[src/rtl/conv_seq_pkg.sv]
package conv_seq_pkg;

    typedef enum logic [1:0] {
        ST_IDLE = 2'd0,
        ST_ACQ  = 2'd1,
        ST_CONV = 2'd2
    } seq_state_e;

    typedef struct packed {
        logic [1:0] ref_mode;
        logic       temp;
    } req_cfg_t;

    // Round a duration in ns up to whole clock cycles.
    function automatic int unsigned ns_to_cycles(longint unsigned ns, longint unsigned hz);
        longint unsigned c;
        c = (ns * hz + 64'd999_999_999) / 64'd1_000_000_000;
        return int'(c);
    endfunction

    // Reference codes with bit 0 clear need the internal reference to wake.
    function automatic logic needs_ref_wake(logic [1:0] mode);
        return !mode[0];
    endfunction

endpackage

[src/rtl/eoc_sync.sv]
module eoc_sync #(
    parameter int STAGES = 2
) (
    input  logic clk,
    input  logic rst,
    input  logic async_in,
    output logic sync_out
);
    logic [STAGES-1:0] chain;

    always_ff @(posedge clk) begin
        if (rst) chain <= '1;
        else     chain <= {chain[STAGES-2:0], async_in};
    end

    assign sync_out = chain[STAGES-1];
endmodule

[src/rtl/low_timer.sv]
module low_timer #(
    parameter int W = 12
) (
    input  logic         clk,
    input  logic         rst,
    input  logic         load,
    input  logic [W-1:0] load_val,
    output logic         expired
);
    logic [W-1:0] cnt;
    logic         active;

    always_ff @(posedge clk) begin
        if (rst) begin
            cnt    <= '0;
            active <= 1'b0;
        end else if (load) begin
            cnt    <= load_val;
            active <= 1'b1;
        end else if (active) begin
            if (cnt == '0) active <= 1'b0;
            else           cnt    <= cnt - 1'b1;
        end
    end

    assign expired = active && (cnt == '0);
endmodule

[src/rtl/eoc_waiter.sv]
module eoc_waiter #(
    parameter int TIMEOUT_CYC = 4096
) (
    input  logic clk,
    input  logic rst,
    input  logic enable,
    input  logic eoc_s,
    output logic complete,
    output logic timed_out
);
    localparam int TO_W = $clog2(TIMEOUT_CYC + 1);

    logic            armed;
    logic [TO_W-1:0] tcnt;

    always_ff @(posedge clk) begin
        if (rst || !enable) begin
            armed <= 1'b0;
            tcnt  <= '0;
        end else begin
            if (eoc_s) armed <= 1'b1;
            if (tcnt != TO_W'(TIMEOUT_CYC - 1)) tcnt <= tcnt + 1'b1;
        end
    end

    assign complete  = enable && armed && !eoc_s;
    assign timed_out = enable && !complete && (tcnt == TO_W'(TIMEOUT_CYC - 1));
endmodule

[src/rtl/conv_req_seq.sv]
module conv_req_seq
    import conv_seq_pkg::*;
#(
    parameter int CLK_HZ      = 50_000_000,
    parameter int ACQ_NS      = 1400,
    parameter int REF_WAKE_NS = 45000,
    parameter int TEMP_ACQ_NS = 40,
    parameter int TIMEOUT_CYC = 4096,
    parameter int CNT_W       = 10,
    parameter int SYNC_STAGES = 2
) (
    input  logic             clk,
    input  logic             rst,
    input  logic             start,
    input  logic [CNT_W-1:0] conv_count,
    input  logic [1:0]       ref_mode,
    input  logic             temp_req,
    input  logic             eoc_n,
    output logic             cnvst_n,
    output logic             cs_n,
    output logic             busy,
    output logic             fifo_ready,
    output logic             timeout_err
);
    localparam int unsigned ACQ_CYC  = ns_to_cycles(ACQ_NS, CLK_HZ);
    localparam int unsigned WAKE_CYC = ns_to_cycles(ACQ_NS + REF_WAKE_NS, CLK_HZ);
    localparam int unsigned TEMP_CYC = ns_to_cycles(TEMP_ACQ_NS, CLK_HZ);
    localparam int unsigned MAX_CYC  = (WAKE_CYC > ACQ_CYC) ? WAKE_CYC : ACQ_CYC;
    localparam int          LOW_W    = $clog2(MAX_CYC + 1);

    seq_state_e       state;
    logic [CNT_W-1:0] remaining;
    req_cfg_t         cfg;
    logic [LOW_W-1:0] low_sel;
    logic             eoc_s, acq_done, eoc_done, eoc_late;
    logic             accept, next_req, timer_load;

    assign cs_n = 1'b1;
    assign cfg  = '{ref_mode: ref_mode, temp: temp_req};

    always_comb begin
        if (cfg.temp)                       low_sel = LOW_W'(TEMP_CYC - 1);
        else if (needs_ref_wake(cfg.ref_mode)) low_sel = LOW_W'(WAKE_CYC - 1);
        else                                low_sel = LOW_W'(ACQ_CYC - 1);
    end

    assign accept     = (state == ST_IDLE) && start && (conv_count != '0);
    assign next_req   = (state == ST_CONV) && eoc_done && (remaining != CNT_W'(1));
    assign timer_load = accept || next_req;

    eoc_sync #(.STAGES(SYNC_STAGES)) u_sync (
        .clk(clk), .rst(rst), .async_in(eoc_n), .sync_out(eoc_s)
    );

    low_timer #(.W(LOW_W)) u_timer (
        .clk(clk), .rst(rst), .load(timer_load), .load_val(low_sel), .expired(acq_done)
    );

    eoc_waiter #(.TIMEOUT_CYC(TIMEOUT_CYC)) u_wait (
        .clk(clk), .rst(rst), .enable(state == ST_CONV), .eoc_s(eoc_s),
        .complete(eoc_done), .timed_out(eoc_late)
    );

    always_ff @(posedge clk) begin
        if (rst) begin
            state       <= ST_IDLE;
            cnvst_n     <= 1'b1;
            busy        <= 1'b0;
            fifo_ready  <= 1'b0;
            timeout_err <= 1'b0;
            remaining   <= '0;
        end else begin
            unique case (state)
                ST_IDLE: if (accept) begin
                    state       <= ST_ACQ;
                    cnvst_n     <= 1'b0;
                    busy        <= 1'b1;
                    fifo_ready  <= 1'b0;
                    timeout_err <= 1'b0;
                    remaining   <= conv_count;
                end
                ST_ACQ: if (acq_done) begin
                    state   <= ST_CONV;
                    cnvst_n <= 1'b1;
                end
                ST_CONV: begin
                    if (eoc_done) begin
                        if (remaining == CNT_W'(1)) begin
                            state      <= ST_IDLE;
                            busy       <= 1'b0;
                            fifo_ready <= 1'b1;
                        end else begin
                            state     <= ST_ACQ;
                            cnvst_n   <= 1'b0;
                            remaining <= remaining - 1'b1;
                        end
                    end else if (eoc_late) begin
                        state       <= ST_IDLE;
                        busy        <= 1'b0;
                        timeout_err <= 1'b1;
                    end
                end
                default: state <= ST_IDLE;
            endcase
        end
    end


    eoc_gate_chk: assert property (@(posedge clk) disable iff (rst)
        ($fell(cnvst_n) && $past(state) == ST_CONV) |-> $past(!eoc_s));


    start_in_busy_chk: assert property (@(posedge clk) disable iff (rst)
        !cnvst_n |-> busy);


    fifo_idle_chk: assert property (@(posedge clk) disable iff (rst)
        fifo_ready |-> !busy);


    timeout_exit_chk: assert property (@(posedge clk) disable iff (rst)
        $rose(timeout_err) |-> (!busy && !fifo_ready && cnvst_n));
endmodule

[config.mk]
export PLATFORM = sky130hd
export DESIGN_NAME = conv_req_seq
export DESIGN_NICKNAME = d
export VERILOG_FILES = /design/src/rtl/conv_seq_pkg.sv /design/src/rtl/eoc_sync.sv /design/src/rtl/low_timer.sv /design/src/rtl/eoc_waiter.sv /design/src/rtl/conv_req_seq.sv
export SDC_FILE = /design/constraint.sdc
export NUM_CORES = 1
export LEC_CHECK = 0
export ABC_AREA = 1
export CORE_MARGIN = 2
export CORE_UTILIZATION = 50
export DETAILED_ROUTE_END_ITERATION = 7
export PLACE_DENSITY = 0.75
export SYNTH_ARGS = -nofsm -noshare
export SYNTH_HDL_FRONTEND = slang
export SYNTH_SLANG_ARGS = --single-unit
[constraint.sdc]
create_clock -name clk -period 3.4 [get_ports clk]
set_input_delay 0.68 -clock clk [delete_from_list [all_inputs] [get_ports clk]]
set_output_delay 0.68 -clock clk [all_outputs]
set_load 0.02 [all_outputs]
## Yosys cells after proc, flatten, opt, wreduce, memory -nomap -nowiden

Index checks and enable logic that the tools add are counted.

| storage, ports and cells | value |
|---|---|
| word-level logic and storage cells | 91 |
| register bits after elaboration | 45 |
| bits in writable memories | 0 |
| memory bits (read-only) | 0 |
| output and inout port bits | 5 |
| bits of input ports | 17 |
| bits in latches | 0 |
| memories | 0 |

| operators by class | value |
|---|---|
| $lt $le $gt $ge | 0 |
| equal/unequal tests | 16 |
| shifts and indexed selects | 0 |
| div/mod/pow operators | 0 |
| mux-type cells | 34 |
| $add $sub $neg | 3 |
| multiply operators | 0 |
| bitwise logic cells | 0 |
| reductions and logical operators | 27 |

Operators with widths:

| kind | number |
|---|---|
| $mux W12 | 5 |
| $mux W10 | 3 |
| $pmux W10 S2 | 1 |
| $mux W1 | 16 |
| $ne A2 B2 Y1 const B | 8 |
| $reduce_and A4 Y1 | 4 |
| $add A13 B1 Y13 const B | 1 |
| $eq A13 B12 Y1 const B | 1 |
| $ne A13 B12 Y1 const B | 1 |
| $logic_not A12 Y1 | 1 |
| $sub A12 B1 Y12 const B | 1 |
| $eq A10 B1 Y1 const B | 1 |
| $ne A10 B1 Y1 const B | 1 |
| $reduce_bool A10 Y1 | 1 |
| $sub A10 B1 Y10 const B | 1 |
| $logic_and A1 B1 Y1 | 9 |
| $mux W2 | 4 |
| $ne A3 B3 Y1 const B | 2 |
| $pmux W1 S2 | 3 |
| $pmux W2 S3 | 1 |
| $reduce_and A5 Y1 | 1 |
| $reduce_bool A2 Y1 | 2 |
| $logic_not A1 Y1 | 3 |
| $pmux W1 S3 | 1 |
| 7 further kinds | 8 |

## Depth between registers and ports, before layout

| depth | value |
|---|---|
| depth after elaboration | 9 |
| depth in mapped cells | 12 |
| mapped depth without buffers | 11 |

## Cells and area by module

A second synthesis with hierarchy kept.

| second synthesis, totals | value |
|---|---|
| cells, all modules | 438 |
| area total of the unflattened synthesis | 2912.8 um2 |

By module, submodules not included:

| module | seq. area each (um2) | times used | cells each | area each (um2) |
|---|---|---|---|---|
| conv_req_seq | 320.3 | 1 | 174 | 1157.4 |
| low_timer | 260.2 | 1 | 153 | 954.7 |
| eoc_waiter | 280.3 | 1 | 104 | 742.0 |
| eoc_sync | 40.0 | 1 | 7 | 58.8 |

## Least setup slack after synthesis

Ideal clock, no wire load.

| timing path | value |
|---|---|
| path type | input-to-reg |
| start | input port conv_count[4] |
| end | register u_timer.cnt[6] |
| setup time | 0.117 ns |
| data required time | 3.283 ns |
| buffers on the path | 1 |
| slack | 1.670 ns |
| data arrival time | 1.613 ns |
| stages on the path | 7 |
| path through | nor2_1 -> nand3_1 -> o21ai_4 -> nand3_2 -> buf_6 -> o21ai_0 -> nor2_1 |

| on the way | value |
|---|---|
| word-level cells in the longest chain between the ends | 5 |
| elaborated cells on any way between the ends | 7 |
| classes of those cells | 1 x eq/ne; 1 x mux; 5 x reduce/logical |

RTL lines:

| item | RTL line | RTL |
|---|---|---|
| from (decl) | conv_req_seq.sv:15 | `input logic [CNT_W-1:0] conv_count,` |
| $reduce_bool A10 Y1 (*) | conv_req_seq.sv:47 | `assign accept = (state == ST_IDLE) && start && (conv_count != '0);` |
| $logic_and A1 B1 Y1 (*) | conv_req_seq.sv:47 |  |
| $logic_or A1 B1 Y1 (*) | conv_req_seq.sv:49 | `assign timer_load = accept \|\| next_req;` |
| $ne A2 B2 Y1 (no line) / $reduce_bool A2 Y1 (equally long branches) | n/a |  |
| $reduce_and A2 Y1 (no line) | n/a |  |
| to (signal assigned) | low_timer.sv:18 | `cnt <= load_val;` |
| to (signal assigned) | low_timer.sv:22 | `else cnt <= cnt - 1'b1;` |
| to (decl) | low_timer.sv:10 | `logic [W-1:0] cnt;` |

Mark *: on every way between the ends. The rest lies on a longest branch, timed or not.
A chain may end at the register's enable or synchronous reset.

## Worst setup path after layout

Ends and elaborated chain as after synthesis.

==> impl_metrics.yaml <==
logic_synthesis:
  synth-seq-cells: 45
  synth_edf_count: 0
  synth_top_family_by_area: "simple AND/OR/NAND/NOR gates"
  yosys.area.top_type: "dfxtp_1"
  synth_mux_area_frac: 0.00369
  ys_seq_area_frac: 0.332
  synth_flop_cell: "dfxtp_1"
  yosys.area_share.simple: 0.374
  yosys-top-cells-count: "86 x nand2_1, 66 x nor2_1, 45 x dfxtp_1"
  syn-cell-area_um2: 2710
  synth_cell_types: 40
  syn_nets: 423
  yosys_warnings: 0
  synth_top_area_share: 0.332
  synth_fa_ha_area_frac: 0.0231
  synth_xor_area_frac: 0.0420
  synth_compound_area_frac: 0.128
  syn-instance-count: 401
  synth_area_per_cell_um2: 6.77
  synth_area_leaders: "dfxtp_1 33%, nand2_1 12%, nor2_1 9.1%, inv_1 5.5%, nand3_1 5.5%"
  async_flop_share: 0
  synth_most_common_cell: "nand2_1"
place:
  gp_congestion: 0.887
  pre_cts_slack_ps: 877
  io_buffers: 19
  dpl.hpwl_um: 4170
clock_tree:
  htreeDepth: 2
  cts.hold.buffers_added: 0
  cts_tree: "built"
  cts.clk_slew.worst_paths_ps: 90
  cts_resized: 0
  clk_latency_ps: 310
  cts-root-buf: "clkbuf_8"
  postCtsSetupRepairBufs: 0
  cts_inserted_buffers: 5
  cts_num_sinks: 45
  cts_buffer_depth: 2
power_and_ir_drop:
  power_density_nw_per_um2: 488
  total_power_w: 0.00149
  ir_drop_mv: 0.394
  power.leakage_nw: 1.33
grt:
  antenna_found_initial: 0
  grt_start_max_net_pins: 25
  grt_pass1_wl_um: 10400
  grt_pass1_vias: 2358
  grt.overflow.total: 0
  grt_use_total: 0.212
critical_path:
  worstSetupEndpointType: "register"
  slowest_stage: "clkdlybuf4s50_1"
  worstPathMaxFanout: 24
  critPathKind: "in2reg"
  worst_path_most_repeated_cell: "nor2_1"
  cp_cell_sequence: "clkdlybuf4s50_1, nor2_1, nand3_1, o21ai_4, nand2_8, inv_2, nor2_1, nor2_1, nor2_1"
  arrival_ps: 2400
  critPathLaunchType: "input port"
  worstPathRequired_ps: 3610
  worstReg2RegStart: "remaining[1]"
  cpPeakStageDelay_ps: 420
  crit_path_start: "conv_count[4]"
sta:
  period_share: 0.646
  layout_min_cycle_time_ps: 2200
  hold_violations: 0
  max_freq_mhz: 455
  rsz0062_at_grt: "false"
  worst_pin_slew_ps: 626
  max_slew_margin: 0.582
  setup_viol: 0
  slew_viol_final: 0
  setup_tns_ps: 0
  setup_ws_ps: 1200
  fin_skew_ps: 6.56
outcome:
  status: "finished clean"
routing:
  drt-pass1-iter-count: 4
  first_iter_violations: 90
  vias: 2514
  vias_per_cell: 5.15
  ant_nets: 0
  drc: 0
  wl_per_cell_um: 11.9
  routed_wl_um: 5790
floorplanning:
  dieHeight_um: 77.7
  core_area_um2: 5170
  io_pins: 22
  die-area_um2: 6030
  dieWidth_um: 77.7
  start_util: 0.525
  num_rows: 26
finish:
  n_antenna_cell: 0
  utilization: 0.589
  syn2layout_area_growth_pct: 12.3
  layout.nets: 439
  layout-drive-gt1-share: 0.108
run:
  maxCapViolations: 0
worst_hold_path:
  min_path_type: "reg2reg"
  min-delay-start: "u_sync.chain[0]"
-- layout by cell type (no fill, tap or decap), drive strengths merged, types with 4 or more instances in the layout --
master and instances:
o21ai 27, a21oi 25, xnor2 7, nand3 34
dfxtp 45, nand2 92, xor2 6, nor3 5
clkdlybuf4s50 19, or2 4, nand4 5, inv 48
ha 5, nor2 75, clkbuf 5
-- worst max-delay path: cells and delay by family --
family | cells | cell delay [ps]
compound gates | 1 | 350
buf+inv | 2 | 670
simple gates | 6 | 700
-- through the flow --
stage / instance area (um^2) / cells / hold WS (ps)
final: 3050 / 488 / 416
after detailed placement: 2910 / 480 / 399
after CTS: 3050 / 488 / 421
after floorplan: 2710 / 401 / 389
after global placement: 2910 / 480 / 395
after global routing: 3050 / 488 / 437
-- power breakdown --
group | switching (W) | internal, W | leakage (nW) | total (W)
Sequential | 0.0000391 | 0.000567 | 0.369 | 0.000606
Clock | 0.000191 | 0.000292 | 0.0681 | 0.000483
Combinational | 0.000245 | 0.000153 | 0.895 | 0.000398
Total | 0.000475 | 0.00101 | 1.33 | 0.00149
-- state kept, by name, summed over array words and instances (netlist names) --
name	cells
u_timer.cnt	12
cnvst_n	1
fifo_ready	1
timeout_err	1
remaining	10
u_sync.chain	2
busy	1
u_wait.armed	1
state	2
u_timer.active	1
u_wait.tcnt	13
-- per-layer routing --
metal / track usage / up-vias / wire length [um]
met1: 0.281 / 1160 / 2950
li1: - / 1311 / -
met5: 0 / - / 0
met3: 0.0349 / 8 / 153
met2: 0.348 / 35 / 2600
met4: 0.0750 / 0 / 91
-- kinds of logic (layout without fill, tap and decap cells) --
kind of cell / Yosys count / in the layout
AND/OR/NAND/NOR: 217 / 217
AO/OA/AOI/OAI: 61 / 61
buffers and inverters: 58 / 75
flip-flops: 45 / 45
XOR/XNOR: 13 / 13
adder cells (fa/ha/maj): 5 / 5
other: 1 / 1
multiplexers: 1 / 1
-- path summary, 6_finish.rpt --
check / to / slack (ps) / cells after the start
setup reg to reg: u_timer.cnt[6] / 1650 / 11
hold reg to reg: u_sync.chain[1] / 420 / 1
hold / removal: u_sync.chain[1] / 420 / 1
setup / recovery: u_timer.cnt[6] / 1200 / 9
-- layout make-up --
type / instances / area [um^2]
inverters: 48 / 180
well taps: 70 / 87.6
fillers: 497 / 2130
repair buffers: 19 / 190
clock buffers: 5 / 68.8
multi-input cells: 298 / 1550
flip-flops and latches: 45 / 901
clock inverters: 3 / 65.1
No activity file was read; power rests on OpenSTA's default activity.
